<file path="src/rtl/intr_seq_pkg.sv">
`timescale 1ns/1ps
package intr_seq_pkg;

  // number of timing steps: T0..T2 fetch/decode, T3 execute, T4 return tail
  localparam int SC_N = 5;

  typedef enum logic [1:0] {
    OP_PLAIN = 2'd0,
    OP_RET   = 2'd1,
    OP_ENA   = 2'd2,
    OP_DIS   = 2'd3
  } op_e;

endpackage

</file>
<file path="src/rtl/isc_decode.sv">
`timescale 1ns/1ps
module isc_decode
  import intr_seq_pkg::*;
#(
  parameter int              WORD_W   = 16,
  parameter logic [WORD_W-1:0] RET_CODE = 16'hF020,
  parameter logic [WORD_W-1:0] ENA_CODE = 16'hF080,
  parameter logic [WORD_W-1:0] DIS_CODE = 16'hF040
) (
  input  logic [WORD_W-1:0] ir,
  output op_e               op
);

  always_comb begin
    if (ir == RET_CODE)      op = OP_RET;
    else if (ir == ENA_CODE) op = OP_ENA;
    else if (ir == DIS_CODE) op = OP_DIS;
    else                     op = OP_PLAIN;
  end

endmodule

</file>
<file path="src/rtl/isc_timer.sv">
`timescale 1ns/1ps
module isc_timer #(
  parameter int SC_N = 5
) (
  input  logic            clk,
  input  logic            rst,
  input  logic            clr,
  output logic [SC_N-1:0] tsig
);

  localparam int SC_W = (SC_N > 1) ? $clog2(SC_N) : 1;
  localparam logic [SC_W-1:0] SC_LAST = SC_W'(SC_N - 1);

  logic [SC_W-1:0] sc_q;

  always_ff @(posedge clk) begin
    if (rst)                             sc_q <= '0;
    else if (clr || (sc_q == SC_LAST))   sc_q <= '0;
    else                                 sc_q <= sc_q + 1'b1;
  end

  for (genvar g = 0; g < SC_N; g++) begin : g_dec
    assign tsig[g] = (sc_q == SC_W'(g));
  end

endmodule

</file>
<file path="src/rtl/isc_intr_ctl.sv">
`timescale 1ns/1ps
module isc_intr_ctl (
  input  logic clk,
  input  logic rst,
  input  logic boundary,
  input  logic ien_set,
  input  logic ien_clr,
  input  logic seq_done,
  input  logic req,
  output logic ien_q,
  output logic r_q
);

  logic ien_next;

  // enable value as the current instruction leaves it
  always_comb begin
    if (ien_set)      ien_next = 1'b1;
    else if (ien_clr) ien_next = 1'b0;
    else              ien_next = ien_q;
  end

  always_ff @(posedge clk) begin
    if (rst) begin
      ien_q <= 1'b0;
      r_q   <= 1'b0;
    end else begin
      ien_q <= ien_next;
      if (seq_done)                          r_q <= 1'b0;
      else if (boundary && ien_next && req)  r_q <= 1'b1;
    end
  end

endmodule

</file>
<file path="src/rtl/isc_regs.sv">
`timescale 1ns/1ps
module isc_regs #(
  parameter int WORD_W    = 16,
  parameter int ADDR_W    = 12,
  parameter int SAVE_ADDR = 0
) (
  input  logic              clk,
  input  logic              rst,
  input  logic              ar_from_pc,
  input  logic              ar_to_save,
  input  logic              tr_from_pc,
  input  logic              pc_inc,
  input  logic              pc_to_save,
  input  logic              pc_from_mem,
  input  logic              ir_load,
  input  logic [WORD_W-1:0] mem_rdata,
  output logic [ADDR_W-1:0] pc_q,
  output logic [ADDR_W-1:0] ar_q,
  output logic [WORD_W-1:0] tr_q,
  output logic [WORD_W-1:0] ir_q
);

  localparam logic [ADDR_W-1:0] SAVE_A = ADDR_W'(SAVE_ADDR);

  always_ff @(posedge clk) begin
    if (rst) begin
      pc_q <= '0;
      ar_q <= '0;
      tr_q <= '0;
      ir_q <= '0;
    end else begin
      if (ar_to_save)      ar_q <= SAVE_A;
      else if (ar_from_pc) ar_q <= pc_q;

      if (tr_from_pc) tr_q <= WORD_W'(pc_q);

      if (pc_to_save)       pc_q <= SAVE_A;
      else if (pc_from_mem) pc_q <= mem_rdata[ADDR_W-1:0];
      else if (pc_inc)      pc_q <= pc_q + 1'b1;

      if (ir_load) ir_q <= mem_rdata;
    end
  end

endmodule

</file>
<file path="src/rtl/intr_seq_ctrl.sv">
`timescale 1ns/1ps
module intr_seq_ctrl
  import intr_seq_pkg::*;
#(
  parameter int WORD_W    = 16,
  parameter int ADDR_W    = 12,
  parameter int SAVE_ADDR = 0,
  parameter logic [WORD_W-1:0] RET_CODE = 16'hF020,
  parameter logic [WORD_W-1:0] ENA_CODE = 16'hF080,
  parameter logic [WORD_W-1:0] DIS_CODE = 16'hF040
) (
  input  logic              clk,
  input  logic              rst,
  input  logic              fgi,
  input  logic              fgo,
  input  logic [WORD_W-1:0] mem_rdata,
  output logic              mem_we,
  output logic [ADDR_W-1:0] mem_addr,
  output logic [WORD_W-1:0] mem_wdata,
  output logic [ADDR_W-1:0] pc,
  output logic [ADDR_W-1:0] ar,
  output logic [WORD_W-1:0] tr,
  output logic              ien,
  output logic              r_flag,
  output logic [SC_N-1:0]   tsig
);

  logic [WORD_W-1:0] ir_q;
  op_e op;
  logic step_fetch0, step_fetch1, step_exec, step_tail;
  logic rt0, rt1, rt2;
  logic ret_exec, boundary;

  isc_decode #(
    .WORD_W(WORD_W), .RET_CODE(RET_CODE), .ENA_CODE(ENA_CODE), .DIS_CODE(DIS_CODE)
  ) u_dec (
    .ir(ir_q),
    .op(op)
  );

  // steps seen through the interrupt-cycle flag
  assign step_fetch0 = !r_flag && tsig[0];
  assign step_fetch1 = !r_flag && tsig[1];
  assign step_exec   = !r_flag && tsig[3];
  assign step_tail   = !r_flag && tsig[4];
  assign rt0         = r_flag && tsig[0];
  assign rt1         = r_flag && tsig[1];
  assign rt2         = r_flag && tsig[2];

  assign ret_exec = step_exec && (op == OP_RET);
  assign boundary = (step_exec && (op != OP_RET)) || step_tail;

  isc_timer #(.SC_N(SC_N)) u_tmr (
    .clk (clk),
    .rst (rst),
    .clr (boundary || rt2),
    .tsig(tsig)
  );

  isc_intr_ctl u_ictl (
    .clk     (clk),
    .rst     (rst),
    .boundary(boundary),
    .ien_set (ret_exec || (step_exec && (op == OP_ENA))),
    .ien_clr (rt2 || (step_exec && (op == OP_DIS))),
    .seq_done(rt2),
    .req     (fgi || fgo),
    .ien_q   (ien),
    .r_q     (r_flag)
  );

  isc_regs #(.WORD_W(WORD_W), .ADDR_W(ADDR_W), .SAVE_ADDR(SAVE_ADDR)) u_regs (
    .clk        (clk),
    .rst        (rst),
    .ar_from_pc (step_fetch0),
    .ar_to_save (rt0 || ret_exec),
    .tr_from_pc (rt0),
    .pc_inc     (step_fetch1 || rt2),
    .pc_to_save (rt1),
    .pc_from_mem(step_tail),
    .ir_load    (step_fetch1),
    .mem_rdata  (mem_rdata),
    .pc_q       (pc),
    .ar_q       (ar),
    .tr_q       (tr),
    .ir_q       (ir_q)
  );

  assign mem_we    = rt1;
  assign mem_addr  = ar;
  assign mem_wdata = tr;

endmodule

</file>
<file path="config.mk">
export PLATFORM = sky130hd
export DESIGN_NAME = intr_seq_ctrl
export DESIGN_NICKNAME = d
export VERILOG_FILES = /design/src/rtl/intr_seq_pkg.sv /design/src/rtl/isc_decode.sv /design/src/rtl/isc_timer.sv /design/src/rtl/isc_intr_ctl.sv /design/src/rtl/isc_regs.sv /design/src/rtl/intr_seq_ctrl.sv
export SDC_FILE = /design/constraint.sdc
export NUM_CORES = 1
export LEC_CHECK = 0
export CORE_MARGIN = 8
export CORE_UTILIZATION = 35
export CTS_BUF_LIST = sky130_fd_sc_hd__clkbuf_8 sky130_fd_sc_hd__clkbuf_16
export CTS_CLUSTER_DIAMETER = 100
export DETAILED_ROUTE_END_ITERATION = 16
export DONT_BUFFER_PORTS = 1
export SYNTH_ARGS = -nofsm -noshare
export SYNTH_HDL_FRONTEND = slang
export SYNTH_HIERARCHICAL = 1
export SYNTH_SLANG_ARGS = --single-unit
</file>
<file path="constraint.sdc">
create_clock -name clk -period 2.8 [get_ports clk]
set_input_delay 0.28 -clock clk [delete_from_list [all_inputs] [get_ports clk]]
set_output_delay 0.28 -clock clk [all_outputs]
set_load 0.02 [all_outputs]
</file>
# --- After elaboration in Yosys (flattened, before gate mapping) ---
# Index checks and enable logic that the tools add are counted.
word_totals:
  inputBits: 20
  output_inout_bits: 76
  ramBits: 0
  wordCells: 55
  regBits: 57
  mem_bits_ro: 0
  memories: 0
  latchBits: 0
op_classes:
  n_mul: 0
  n_mux: 7
  eq_ne: 11
  addsub: 2
  order_cmp: 0
  n_shift: 0
  div_mod_pow: 0
  bitwise_logic: 0
  n_reduce_logical: 28
op_table:
  columns: ["op", "n"]
  rows:
  - ["$eq A16 B16 Y1 const B", 3]
  - ["$mux W12", 2]
  - ["$logic_and A1 B1 Y1", 13]
  - ["$add A12 B1 Y12 const B", 1]
  - ["$logic_or A1 B1 Y1", 8]
  - ["$reduce_or A2 Y1", 4]
  - ["$eq A3 B2 Y1 const B", 2]
  - ["$mux W2", 3]
  - ["$eq A2 B2 Y1 const B", 2]
  - ["$add A3 B1 Y3 const B", 1]
  - ["$eq A3 B1 Y1 const B", 1]
  - ["$eq A3 B3 Y1 const B", 1]
  - ["$logic_not A3 Y1", 1]
  - ["$eq A2 B1 Y1 const B", 1]
  - ["$mux W1", 2]
  - ["$ne A2 B1 Y1 const B", 1]
  - ["$reduce_bool A2 Y1", 1]
  - ["$logic_not A1 Y1", 1]

# --- Logic depth before layout (Yosys ltp) ---
depth:
  depth_word: 11
  mapped_depth: 10
  ltp_nobuf: 9

# --- By module ---
# Netlist, hierarchy kept.
by_module_without_submodules:
  columns: ["module", "area_each_um2", "n_inst", "cells_per_inst", "seq_area_each_um2"]
  rows:
  - ["isc_regs", 2077.0, 1, 209, 1041.0]
  - ["intr_seq_ctrl", 345.3, 1, 48, 0.0]
  - ["isc_timer", 191.4, 1, 20, 60.1]
  - ["isc_intr_ctl", 72.6, 1, 9, 40.0]
  - ["isc_decode", 63.8, 1, 9, 0.0]

# --- Least setup slack after synthesis ---
# No wires, ideal clock.
synth_path:
  path_kind: "reg-to-reg"
  start: "register u_tmr.sc_q[1]"
  end: "register u_regs.pc_q[6]"
  arrival_ps: 1883
  period_less_slack_ps: 1974
  path_slack_ps: 826
  n_path_buf: 1
  required_ps: 2709
  setup_ps: 91
  path_stages_with_launch: 10
  cell_sequence: "dfxtp_1 > inv_1 > ha_1 > and2b_2 > nor2b_2 > a21o_2 > clkbuf_1 > nand2_1 > or3_1 > a311oi_1"
synth_between:
  elab_chain_cells: 4
  elab_cells_between_ends: 11
  classes_between: "3 x eq/ne; 1 x mux; 7 x reduce/logical"
synth_rtl:
  columns: ["element", "line_no", "text"]
  rows:
  - ["from (decl)", "isc_timer.sv:14", "logic [SC_W-1:0] sc_q;"]
  - ["from (signal assigned)", "isc_timer.sv:19", "else sc_q <= sc_q + 1'b1;"]
  - ["$eq A3 B1 Y1", "isc_timer.sv:23", "assign tsig[g] = (sc_q == SC_W'(g));"]
  - ["net tsig[1]", "intr_seq_ctrl.sv:25", "output logic [SC_N-1:0] tsig"]
  - ["$logic_and A1 B1 Y1", "intr_seq_ctrl.sv:43", "assign step_fetch1 = !r_flag && tsig[1];"]
  - ["net step_fetch1", "intr_seq_ctrl.sv:30", "logic step_fetch0, step_fetch1, step_exec, step_tail;"]
  - ["$logic_or A1 B1 Y1", "intr_seq_ctrl.sv:78", ".pc_inc (step_fetch1 || rt2),"]
  - ["$reduce_bool A2 Y1 (no line)", null, null]
  - ["to (signal assigned)", "isc_regs.sv:38", "else if (pc_from_mem) pc_q <= mem_rdata[ADDR_W-1:0];"]
  - ["to (signal assigned)", "isc_regs.sv:39", "else if (pc_inc) pc_q <= pc_q + 1'b1;"]
  - ["to (decl)", "isc_regs.sv:17", "output logic [ADDR_W-1:0] pc_q,"]
# The timed path passes the listed nets, and every way through them passes these cells.
# A chain may end at the register's enable or synchronous reset.

# --- Final worst setup path ---
layout_path:
  start: "register u_regs.ir_q[2]"
  end: "register u_regs.ar_q[10]"
layout_between:
  elab_chain_cells: 8
  elab_cells_between_ends: 10
  classes_between: "4 x eq/ne; 3 x mux; 3 x reduce/logical"
layout_rtl:
  columns: ["element", "line_no", "text"]
  rows:
  - ["from (decl)", "isc_regs.sv:20", "output logic [WORD_W-1:0] ir_q"]
  - ["from (signal assigned)", "isc_regs.sv:41", "if (ir_load) ir_q <= mem_rdata;"]
  - ["$eq A16 B16 Y1", "isc_decode.sv:17", "else if (ir == DIS_CODE) op = OP_DIS;"]
  - ["$mux W2", "isc_decode.sv:17", null]
  - ["$mux W2", "isc_decode.sv:16", "else if (ir == ENA_CODE) op = OP_ENA;"]
  - ["$mux W2 *", "isc_decode.sv:15", "if (ir == RET_CODE) op = OP_RET;"]
  - ["net op[1]", "intr_seq_ctrl.sv:29", "op_e op;"]
  - ["$eq A2 B1 Y1 *", "intr_seq_ctrl.sv:50", "assign ret_exec = step_exec && (op == OP_RET);"]
  - ["$logic_and A1 B1 Y1 *", "intr_seq_ctrl.sv:50", null]
  - ["$logic_or A1 B1 Y1 *", "intr_seq_ctrl.sv:76", ".ar_to_save (rt0 || ret_exec),"]
  - ["$reduce_or A2 Y1 (no line) *", null, null]
  - ["to (signal assigned)", "isc_regs.sv:33", "else if (ar_from_pc) ar_q <= pc_q;"]
  - ["to (decl)", "isc_regs.sv:18", "output logic [ADDR_W-1:0] ar_q,"]
# The timed path passes the listed nets; every way through them passes the cells marked *.

==> results.toml <==
[run_status]
status = "finished clean"

[clock_network]
numClockSinks = 57
cts_tree = "done"
clk_latency_ns = 0.34
cts_buffers = 9
cts_root_buffer = "clkbuf_8"
h-tree-depth = 3
clk_path_buf_depth = 2
path_clk_slew_ns = 0.06

[power_and_ir_drop]
power_mw = 2.53
power.leakage_nw = 1.09
p_per_area_nw_per_um2 = 889
peakVddDrop_v = 0.000398

[grt]
met1_usage_pct = 12.4
grt_pass1_vias = 1749
grt_busiest_layer = "met2"
grt_first_pass_wirelength_mm = 9.90
grt_max_degree = 21
track_usage_pct = 11.5
met3_usage_pct = 7.00
met2_usage_pct = 18.1
antenna_found_initial = 0
grt_overflow = 0

[worst_setup_path]
critPathArrivalTime_ns = 2.34
crit_path_start = "u_regs/ir_q[2]"
worstPathCellList = "nor4_2 > nand4_1 > nor3_1 > nor2b_1 > a31o_1 > or2_2 > nor2_1"
crit_type = "flip-flop to flip-flop"
crit_required_ns = 3.07
timing.critical_path.buf_inv = 0
critPathMaxStageDelay_ns = 0.38
start_kind = "flip-flop"
crit_path_top_delay_cell = "or2_2"
critPathMaxFanout = 12
crit_cells = 7
r2r_cells = 7
worstReg2RegStart = "u_regs/ir_q[2]"
cp_top_family = "simple AND/OR/NAND/NOR gates"
cp-end-kind = "flip-flop"

[place]
place_hpwl_mm = 4.63
portBuffers = 0
routabilityCongestion = 0.730
place_inst = 357

[timing]
setup_tns_ns = 0
layout_min_cycle_time_ns = 2.07
timing.fmax_mhz = 483
finClkSkew_ns = 0.00740
relSlewSlack_pct = 60.6
worstMarginPinSlew_ns = 0.590
finalCritPeriodShare_pct = 74.0
whs_ns = 0.0163
finalHoldViolCount = 0
drv_slew = 0
rsz0062_at_grt = "no"
setup_viol = 0

[floorplanning]
dieArea_um2 = 10900
io_pins = 96
placeableCoreArea_um2 = 7690
fp.dieH_um = 105
start_util_pct = 35.8
rows = 32
die_w_um = 105

[final_layout]
diodes = 0
drive_gt1_share_pct = 13.8
nNetsFinal = 296
fill_cells = 807
layout.cells.non_filler = 377
syn2layout_area_growth_pct = 3.28

[routing]
drt-initial-drc-count = 64
ant_nets = 0
vias_per_cell = 4.84
wl_per_cell_um = 17.1
drc = 0
routed_wl_mm = 6.45
first_pass_iters = 4
num_vias = 1824

[yosys]
synth_top_area_share_pct = 41.5
async_flop_share_pct = 0
yosysMostFrequentCell = "nor2_1"
synth-warning-count = 6
ys_ff_latch = 57
synthXorXnorAreaFrac_pct = 3.82
yosysTopAreaCell = "dfxtp_1"
netlist_area_um2 = 2750
synth_compound_area_share_pct = 5.32
yosysSeqAreaShare_pct = 41.5
syn_inst = 295
synthMuxAreaShare_pct = 15.7
yosysUniqueCellTypes = 42
yosys.area_share.simple_pct = 18.9
synth_edf_count = 0
synth_top_family_by_area = "simple AND/OR/NAND/NOR gates"
yosys-top-cells-count = "59 x nor2_1, 57 x dfxtp_1, 43 x mux2i_1, 32 x buf_4, 11 x xnor2_1"
postSynthAreaPerCell_um2 = 9.32
synth_area_leaders = "dfxtp_1 41%, mux2i_1 16%, buf_4 8.7%"
synth-adder-area-share_pct = 2.73
synth_flop_cell = "dfxtp_1"

[worst_hold_path]
hold_class = "input pin to flip-flop"
whs_path_depth = 1
min_from = "rst"

[job]
drv_cap = 0
==> power breakdown <==
group / internal (mW) / total (mW) / switching, mW
registers: 0.923 / 1.12 / 0.201
clock network: 0.428 / 0.745 / 0.317
logic: 0.290 / 0.656 / 0.366
total: 1.64 / 2.53 / 0.884
==> metal layers <==
metal | up-vias | wire length, µm
met5 | - | 0
met4 | 0 | 91
met3 | 10 | 757
met2 | 66 | 2950
met1 | 852 | 2650
li1 | 896 | -
==> worst reg2reg max path: stages, from the launching register on <==
cell and delay [ns]:
dfxtp_1 0.32, nor4_2 0.29, nand4_1 0.15, nor3_1 0.36
nor2b_1 0.13, a31o_1 0.23, or2_2 0.38, nor2_1 0.14
==> through the flow <==
step / setup slack (ns) / cell area, µm² / utilization, %
floorplan: 0.826 / 2760 / -
global placement: 0.835 / 2610 / 33.9
detailed placement: 0.749 / 2610 / 33.9
CTS: 0.729 / 2820 / 36.7
global route: 0.593 / 2840 / 36.9
finish: 0.729 / 2840 / 36.9
==> path summary, 6_finish.rpt <==
kind                      to  slack (ns)
min reg2reg    u_tmr/sc_q[0]        0.47
min           u_regs/tr_q[4]        0.02
max reg2reg  u_regs/ar_q[10]        0.73
max          u_regs/ar_q[10]        0.73
==> placed cells by master (no fill, tap or decap), drive strengths merged, types with 4 or more instances in the layout <==
cell,count
a211oi,5
a21oi,4
and2b,4
clkbuf,10
clkinv,4
conb,4
dfxtp,57
dlygate4sd3,4
ha,6
inv,10
mux2i,43
nand2,7
nand4,5
nor2,60
nor3,6
o21ai,5
xnor2,11
==> flip-flops by register name, indices dropped and copies added, names as in the netlist <==
signal / count
u_tmr/sc_q: 3
u_regs/pc_q: 12
u_regs/tr_q: 12
u_ictl/ien_q: 1
u_regs/ar_q: 12
u_regs/ir_q: 16
u_ictl/r_q: 1
==> logic make-up after synthesis <==
kind of cell / Yosys count
AOI/OAI and AO/OA: 21
adders and majority gates: 6
other: 1
buffers and inverters: 54
xor gates and xnor gates: 12
muxes: 43
and+or+nand+nor: 101
DFF: 57
==> what timing repair did <==
action                                  CTS  global route
resized for setup                         0             0
setup buffers                             0             0
endpoints found under the setup margin    0             0
hold buffers                              2             2
endpoints found under the hold margin    12             9
==> layout make-up <==
cell class / count / area (µm²) / area share, %
timing repair buffer: 5 / 47.5 / 1.67
sequential: 57 / 1140 / 40.2
tap: 102 / 128 / 4.49
clock inverter: 6 / 57.6 / 2.03
multi-input combinational: 187 / 1290 / 45.5
clock buffer: 10 / 138 / 4.85
inverter: 10 / 37.5 / 1.32
Power figures use the tool's default switching activity.
